File: config.mk
export PLATFORM = sky130hd
export DESIGN_NAME = pcnt_top
export DESIGN_NICKNAME = d
export VERILOG_FILES = /design/src/rtl/pcnt_pkg.sv /design/src/rtl/pcnt_ctl.sv /design/src/rtl/pcnt_reg.sv /design/src/rtl/pcnt_tc.sv /design/src/rtl/pcnt_top.sv
export SDC_FILE = /design/constraint.sdc
export NUM_CORES = 1
export LEC_CHECK = 0
export ABC_CLOCK_PERIOD_IN_PS = 2400
export BUFFER_PORTS_ARGS = -buffer_cell sky130_fd_sc_hd__buf_2
export CORE_AREA = 2 2 39 41
export DETAILED_ROUTE_END_ITERATION = 8
export DIE_AREA = 0 0 41 43
export HOLD_SLACK_MARGIN = 0.02
export PLACE_DENSITY_LB_ADDON = 0.3
export RECOVER_POWER = 100
export SLEW_MARGIN = 20
export SYNTH_ARGS = -nofsm -noshare
export SYNTH_HDL_FRONTEND = slang
export SYNTH_SLANG_ARGS = --single-unit
File: constraint.sdc
create_clock -name clk_i -period 2.4 [get_ports clk_i]
set_input_delay 0.12 -clock clk_i [delete_from_list [all_inputs] [get_ports clk_i]]
set_output_delay 0.12 -clock clk_i [all_outputs]
set_load 0.1 [all_outputs]
File: src/rtl/pcnt_pkg.sv
package pcnt_pkg;
  typedef enum logic [1:0] {
    OP_HOLD = 2'd0,
    OP_LOAD = 2'd1,
    OP_INC  = 2'd2
  } op_e;
endpackage

File: src/rtl/pcnt_ctl.sv
module pcnt_ctl
  import pcnt_pkg::*;
(
  input  logic load_ni,
  input  logic en_par_i,
  input  logic en_trk_i,
  output op_e  op_o
);
  // preset wins over the enables
  always_comb begin
    if (!load_ni)                 op_o = OP_LOAD;
    else if (en_par_i && en_trk_i) op_o = OP_INC;
    else                          op_o = OP_HOLD;
  end
endmodule

File: src/rtl/pcnt_reg.sv
module pcnt_reg
  import pcnt_pkg::*;
#(
  parameter int WIDTH = 4
) (
  input  logic             clk_i,
  input  logic             rst_ni,
  input  op_e              op_i,
  input  logic [WIDTH-1:0] data_i,
  output logic [WIDTH-1:0] q_o
);
  logic [WIDTH:0]   carry;
  logic [WIDTH-1:0] inc;
  logic [WIDTH-1:0] q_d;

  assign carry[0] = 1'b1;

  // bit toggles when every lower bit is one
  for (genvar i = 0; i < WIDTH; i++) begin : g_inc
    assign inc[i]     = q_o[i] ^ carry[i];
    assign carry[i+1] = carry[i] & q_o[i];
  end

  always_comb begin
    unique case (op_i)
      OP_LOAD: q_d = data_i;
      OP_INC:  q_d = inc;
      default: q_d = q_o;
    endcase
  end

  always_ff @(posedge clk_i or negedge rst_ni) begin
    if (!rst_ni) q_o <= '0;
    else         q_o <= q_d;
  end
endmodule

File: src/rtl/pcnt_tc.sv
module pcnt_tc #(
  parameter int WIDTH = 4
) (
  input  logic [WIDTH-1:0] q_i,
  input  logic             en_trk_i,
  output logic             tc_o
);
  logic [WIDTH:0] all_ones;

  assign all_ones[0] = en_trk_i;
  for (genvar i = 0; i < WIDTH; i++) begin : g_and
    assign all_ones[i+1] = all_ones[i] & q_i[i];
  end
  assign tc_o = all_ones[WIDTH];
endmodule

File: src/rtl/pcnt_top.sv
module pcnt_top
  import pcnt_pkg::*;
#(
  parameter int WIDTH = 4
) (
  input  logic             clk_i,
  input  logic             rst_ni,
  input  logic             load_ni,
  input  logic [WIDTH-1:0] data_i,
  input  logic             en_par_i,
  input  logic             en_trk_i,
  output logic [WIDTH-1:0] count_o,
  output logic             tc_o
);
  op_e op;

  pcnt_ctl u_ctl (
    .load_ni  (load_ni),
    .en_par_i (en_par_i),
    .en_trk_i (en_trk_i),
    .op_o     (op)
  );

  pcnt_reg #(.WIDTH(WIDTH)) u_reg (
    .clk_i  (clk_i),
    .rst_ni (rst_ni),
    .op_i   (op),
    .data_i (data_i),
    .q_o    (count_o)
  );

  pcnt_tc #(.WIDTH(WIDTH)) u_tc (
    .q_i      (count_o),
    .en_trk_i (en_trk_i),
    .tc_o     (tc_o)
  );
endmodule

==> results.txt, run 1 <==
Result of the run - completed
Maximum fanout count along the critical path - 4
Lkg Pwr - 0.157 nW
All-Layer GR Usage - 7.47%
Sequential power share - 30.4%
Num rows - 14
Number of warnings issued by yosys - 0
Layout cells sized above 1 - 30.0%
Register ranked first by flip-flop count - u_reg.q_o
Max reg flops - 4
Number of library cell types mapped by synthesis - 10
Commonest cells after routing, fill and taps aside - 7 x buf_2, 6 x clkbuf_1, 4 x nor2_1, 4 x a21oi_1, 4 x dfrtp_1
Post-synthesis to final-layout area growth - 47.5%
Htree depth - 1
Element type at the critical path end - output port
Post-synth net total - 35
Category of the most critical setup path - reg -> out
Antenna violations before repair - 0
Net Sw Power - 0.126 mW
Final setup fails - 0
Clock network latency to the later pin of the worst-skew pair - 0.23 ns
Worst hold start - data_i[3]
Final routed wire length divided by cell count - 8.91 um
Die outline height - 43 um
DIE AREA - 0.00176 mm2
Areal power density over the cells - 839 mW/mm2
Smallest hold slack - 0.125 ns
Min Clock Period, post-route - 1.80 ns
Port buffer count - 13
Clock buffers created by TritonCTS - 3
Required arrival time at the worst endpoint - 2.28 ns
Multi-input gate area - 124 um2
Most common library cell in the layout ignoring fill and taps - buf_2
Worst-path clk slew - 0.04 ns
Fmax - 556 MHz
Top Registers - u_reg.q_o x4
Starting density of the core - 16.4%
Root Driver - clkbuf_4
Seq. cell area - 100 um2
DRC violation total after the first TritonRoute iteration - 5
Post-synthesis instance area - 226 um2
Setup repair after global routing missed its margin - no
Total of fill cells in the finished design - 151
Max Clock Skew - 0.00130 ns
Via count of the first global-routing pass - 212
Reg-to-reg slack, setup - 1.17 ns
Type of the worst min-delay path - in -> reg
Antenna cell count - 0
Final Hold Fails - 0
Max Slew Vio Count - 0
Setup crit start - u_reg.q_o[0]
Maximum root-to-sink buffer count - 2
Biggest area consumer among synthesized cells - dfrtp_1
Number of nets in the layout - 53
Horiz. Die Dim - 41 um
Signal arrival time at the worst endpoint - 1.68 ns
Part of the cycle the worst path needs - 74.9%
Total negative slack for setup checks - 0 ns
Maximum number of pins on one net before global-route repair - 9
CORE AREA - 0.00138 mm2
Proportion of power drawn by combinational gates - 39.8%
Number of cells on the worst reg-to-reg path - 5
Clk network pwr share - 29.8%
Weighted congestion reported at the end of routability-driven placement - 0.631
Internal power - 0.154 mW
TritonCTS Sinks - 4
Number of vias in the routed layout - 216
Destination of the worst register-to-register timing path - u_reg.q_o[3]
Total placed instance area - 309 um2
Max-cap check violation count - 0
Wire length of the first global-routing pass - 814 um
Seq/Total Area, Yosys - 44.2%
Post-route ant nets - 0
Startpoint class of the critical path - register
Avg Inst Size Synth - 9.44 um2
Yosys top cell area share - 44.2%
Final standard cell area without fillers - 334 um2
Post-DR vias/cell - 3.86
Drt pass-1 iters - 2
Peak supply drop - 0.000195 V
Area contributors post-synth - dfrtp_1 44%, ha_1 11%, a21oi_1 8.8%
Max-Slew Margin vs Limit - 22.1%
TritonCTS clock tree - done
Routed WL - 499 um
FF-to-FF Start - u_reg.q_o[0]
DRC violation count after routing - 0
Post-synthesis register bit count - 4
Post-CTS Setup Inserts - 0
End point of the critical path - tc_o
# IOs - 14
Global route overflow - 0
Slew @ Worst Pin - 1.17 ns
Switching share of total power - 45.0%
Gate count after technology mapping - 24
-- routing by layer --
metal	vias to the layer above	global-route usage, %	routed length (um)
met4	0	6.00	0
met3	0	4.71	70
li1	116	-	-
met5	-	0	0
met2	11	8.75	185
met1	89	9.18	243
-- worst max-delay path, cell delays in order (launching register included) --
cell	delay, ns
dfrtp_1	0.40
nand3_1	0.10
nor2_2	0.08
clkbuf_1	0.86
-- per-stage QoR --
step	util (%)	power [mW]	setup slack, ns	instances
after floorplan	-	0.176	0.318	24
after global placement	22.3	0.199	1.15	52
after detailed placement	22.3	0.199	1.18	52
after CTS	24.7	0.288	1.04	56
after global routing	24.1	0.298	0.535	56
final	24.1	0.280	0.602	56
-- cell type report --
class,count,area share [%]
clock buffer,3,6.74
multi-input combinational,19,37.1
sequential,4,30.0
tap,16,5.99
timing repair buffer,14,20.2
-- power groups by stage --
stage | registers (mW) | clock network, mW | logic (mW)
2_1_floorplan | 0.145 | 0 | 0.0315
3_3_place_gp | 0.0855 | 0 | 0.114
3_5_place_dp | 0.0856 | 0 | 0.114
4_1_cts | 0.0848 | 0.0877 | 0.115
5_1_grt | 0.0875 | 0.0906 | 0.120
6_report | 0.0852 | 0.0836 | 0.112
-- logic make-up after synthesis --
logic type      after synthesis  synth area share, %
mux                           2                 8.84
simple gates                  9                 17.1
xor+xnor                      2                 7.74
buf+inv                       1                 2.21
compound gates                4                 8.84
fa+ha+maj                     2                 11.0
flops                         4                 44.2
-- synthesized netlist by cell type --
master / n
mux2i_1: 2
dfrtp_1: 4
ha_1: 2
xor2_1: 2
nand2_2: 1
clkbuf_2: 1
a21oi_1: 4
nand2_1: 1
nor2_1: 5
nand3_1: 2
-- repair_timing --
action	CTS	global route
endpoints found under the hold margin	4	0
hold buffers	1	0
resized for setup	0	0
-- worst min-delay path by stage --
stage	endpoint	slack, ns	cells after the start
3_5_place_dp	u_reg.q_o[1]	-0.07	1
6_report	u_reg.q_o[3]	0.13	3
3_3_place_gp	u_reg.q_o[1]	-0.07	1
2_1_floorplan	u_reg.q_o[0]	-0.18	0
5_1_grt	u_reg.q_o[3]	0.14	3
4_1_cts	u_reg.q_o[3]	0.12	3
Power figures use the tool's default switching activity.
==> run 2: changes to the inputs <==
--- a/config.mk
+++ b/config.mk
@@ -5,7 +5,8 @@
 export SDC_FILE = /design/constraint.sdc
 export NUM_CORES = 1
 export LEC_CHECK = 0
-export ABC_CLOCK_PERIOD_IN_PS = 2400
+export ABC_AREA = 1
+export ABC_CLOCK_PERIOD_IN_PS = 1500
 export BUFFER_PORTS_ARGS = -buffer_cell sky130_fd_sc_hd__buf_2
 export CORE_AREA = 2 2 39 41
 export DETAILED_ROUTE_END_ITERATION = 8
==> constraint.sdc (replaced) <==
create_clock -name clk_i -period 1.5 [get_ports clk_i]
set_input_delay 0.075 -clock clk_i [delete_from_list [all_inputs] [get_ports clk_i]]
set_output_delay 0.075 -clock clk_i [all_outputs]
set_load 0.1 [all_outputs]
==> run 2 against run 1 <==
Cell area grew 21%. Sequential power rose by 69%. Register-to-register slack lost 0.89 ns. Cell count grew 18%. First-iteration DRC count shrank 60%. Highest routed layer unchanged. Synthesized cell count increased by 38%. Area after synthesis is 14% higher. Total power rose by 59%. Setup slack lost 0.45 ns. Flip-flop and latch count is the same.
==> results.txt, run 2 <==
Routed WL - 622 um
Adder-cell area share of the yosys netlist - 9.66%
Via count of the first global-routing pass - 255
Fmax - 743 MHz
TritonCTS Sinks - 4
Result of the run - completed
Post-synthesis instance area - 259 um2
Biggest area consumer among synthesized cells - dfrtp_1
Type of the worst min-delay path - in -> reg
Cts repair resizes - 0
Num rows - 14
Number of nets in the layout - 63
Die outline height - 43 um
Lkg Pwr - 0.204 nW
Maximum number of pins on one net before global-route repair - 6
Category of the most critical setup path - reg -> out
Maximum root-to-sink buffer count - 2
DIE AREA - 0.00176 mm2
Max-Slew Margin vs Limit - 63.7%
Async set or reset register ratio after synthesis - 100%
Max-cap check violation count - 0
Part of the cycle the worst path needs - 89.8%
# IOs - 14
Weighted congestion reported at the end of routability-driven placement - 0.691
Max reg flops - 4
Clock buffers created by TritonCTS - 3
Post-DR vias/cell - 4.02
Min Clock Period, post-route - 1.35 ns
Post-DP HPWL - 544 um
Number of warnings issued by yosys - 0
Drt pass-1 iters - 4
Avg Inst Size Synth - 7.85 um2
Post-synthesis mux area share - 0%
Clock network latency to the later pin of the worst-skew pair - 0.23 ns
Peak supply drop - 0.000343 V
Number of library cell types mapped by synthesis - 10
Setup repair after global routing missed its margin - no
Post-route ant nets - 0
Dominant cell by count in the synthesized netlist - nand2_1
Most common library cell in the layout ignoring fill and taps - nand2_1
Root Driver - clkbuf_4
Slew @ Worst Pin - 0.548 ns
Pre-CTS setup slack - 0.275 ns
Global route overflow - 0
Final setup fails - 0
TritonCTS clock tree - done
Seq/Total Area, Yosys - 38.6%
Post-synthesis register bit count - 4
FF-to-FF Start - u_reg.q_o[0]
Post-synth net total - 44
Required arrival time at the worst endpoint - 1.42 ns
Layout cells sized above 1 - 48.0%
Worst hold path cell count - 3
Number of vias in the routed layout - 265
Max Slew Vio Count - 0
Cell types with the highest counts after synthesis - 11 x nand2_1, 8 x nand3_1, 4 x dfrtp_1, 3 x inv_1, 2 x ha_1
Antenna violations before repair - 0
Element type at the critical path end - output port
Prevailing post-synth register cell - dfrtp_1
Gate count after technology mapping - 33
Yosys top cell area share - 38.6%
All-Layer GR Usage - 7.97%
Destination of the worst register-to-register timing path - u_reg.q_o[3]
DRC violation total after the first TritonRoute iteration - 2
Horiz. Die Dim - 41 um
Multi-input gate area - 155 um2
Total negative slack for setup checks - 0 ns
Signal arrival time at the worst endpoint - 1.27 ns
Register ranked first by flip-flop count - u_reg.q_o
CORE AREA - 0.00138 mm2
Starting density of the core - 18.7%
Post-synthesis to final-layout area growth - 56.0%
Main combinational cell family by area after synthesis - simple AND/OR/NAND/NOR gates
Post-synthesis simple-gate area fraction - 45.9%
Maximum fanout count along the critical path - 4
Seq. cell area - 115 um2
Worst-path clk slew - 0.04 ns
Total of fill cells in the finished design - 162
Final routed wire length divided by cell count - 9.42 um
Areal power density over the cells - 1100 mW/mm2
Final Core Density - 29.2%
Wire length of the first global-routing pass - 890 um
Number of cells on the worst reg-to-reg path - 6
Post-synth EDFFs - 0
DRC violation count after routing - 0
Final Hold Fails - 0
Commonest cells after routing, fill and taps aside - 11 x nand2_1, 8 x nand3_1, 7 x buf_2
Synthesized-area fraction occupied by ao, oa, aoi and oai cells - 0%
Min setup slack post-route - 0.153 ns
Max Clock Skew - 0.00489 ns
Reg-to-reg slack, setup - 0.28 ns
Area contributors post-synth - dfrtp_1 39%, nand2_1 16%, nand3_1 15%
Capture endpoint of the worst hold path - u_reg.q_o[3]
Htree depth - 1
Startpoint class of the critical path - register
Port buffer count - 13
Xor/xnor cell area share of the yosys netlist - 0%
Worst hold start - data_i[3]
Antenna cell count - 0
Top Registers - u_reg.q_o x4
[run 2: cell types whose count changed in the layout (fill, tap and decap cells not counted), sizes merged, moves of 2 or more]
cell / delta
nor2: -4
inv: +4
a21oi: -4
nand3: +7
nand2: +10
xor2: -2
mux2i: -2
[run 2: how the worst max path moves through the flow]
| stage | slack (ns) | cells after the start | endpoint | start |
|---|---|---|---|---|
| 5_1_grt | 0.12 | 3 | tc_o | u_reg.q_o[2] |
| 4_1_cts | 0.23 | 3 | tc_o | u_reg.q_o[2] |
| 6_report | 0.15 | 3 | tc_o | u_reg.q_o[2] |
| 3_3_place_gp | 0.28 | 6 | u_reg.q_o[3] | u_reg.q_o[1] |
| 3_5_place_dp | 0.27 | 6 | u_reg.q_o[3] | u_reg.q_o[0] |
| 2_1_floorplan | -0.14 | 2 | tc_o | u_reg.q_o[2] |
[run 2: repair_timing]
action,4_1_cts,5_1_grt
hold endpoints to repair,4,0
setup endpoints to repair,0,0
hold buffers,1,0
setup buffers,0,0
[run 2: logic make-up after synthesis]
logic type	after synthesis
simple gates	23
flops	4
buf+inv	4
fa+ha+maj	2
[run 2: stage by stage]
stage / instance area [um2] / hold slack (ns) / cells / total power [mW]
after floorplan: 290 / -0.221 / 33 / 0.280
after CTS: 423 / 0.0649 / 66 / 0.459
after global routing: 404 / 0.0951 / 66 / 0.467
after detailed placement: 390 / -0.115 / 62 / 0.321
final: 404 / 0.0716 / 66 / 0.446
after global placement: 390 / -0.118 / 62 / 0.321
[run 2: layout make-up]
cell class	instances	area share [%]
Inverter	4	3.72
Timing Repair Buffer	14	18.9
Sequential cell	4	28.5
Clock buffer	3	5.57
Tap cell	16	4.95
Multi-Input combinational cell	25	38.4
[run 2: routing by layer]
metal	vias to the layer above	track usage, %	wire [um]
li1	141	-	-
met1	113	7.19	253
met2	11	13.1	311
met3	0	1.57	57
met4	0	8.00	0
met5	-	0	0
[run 2: where the power goes]
part	leakage, nW	total, mW	switching, mW	internal (mW)
Clock	0.0138	0.130	0.0406	0.0892
Combinational	0.146	0.173	0.137	0.0358
Sequential	0.0442	0.144	0.0146	0.129
[run 2: worst max-delay path, stage by stage (launching register included)]
cell and delay, ns:
dfrtp_4 0.43, nand3_2 0.10, nor3_4 0.17, clkbuf_4 0.34
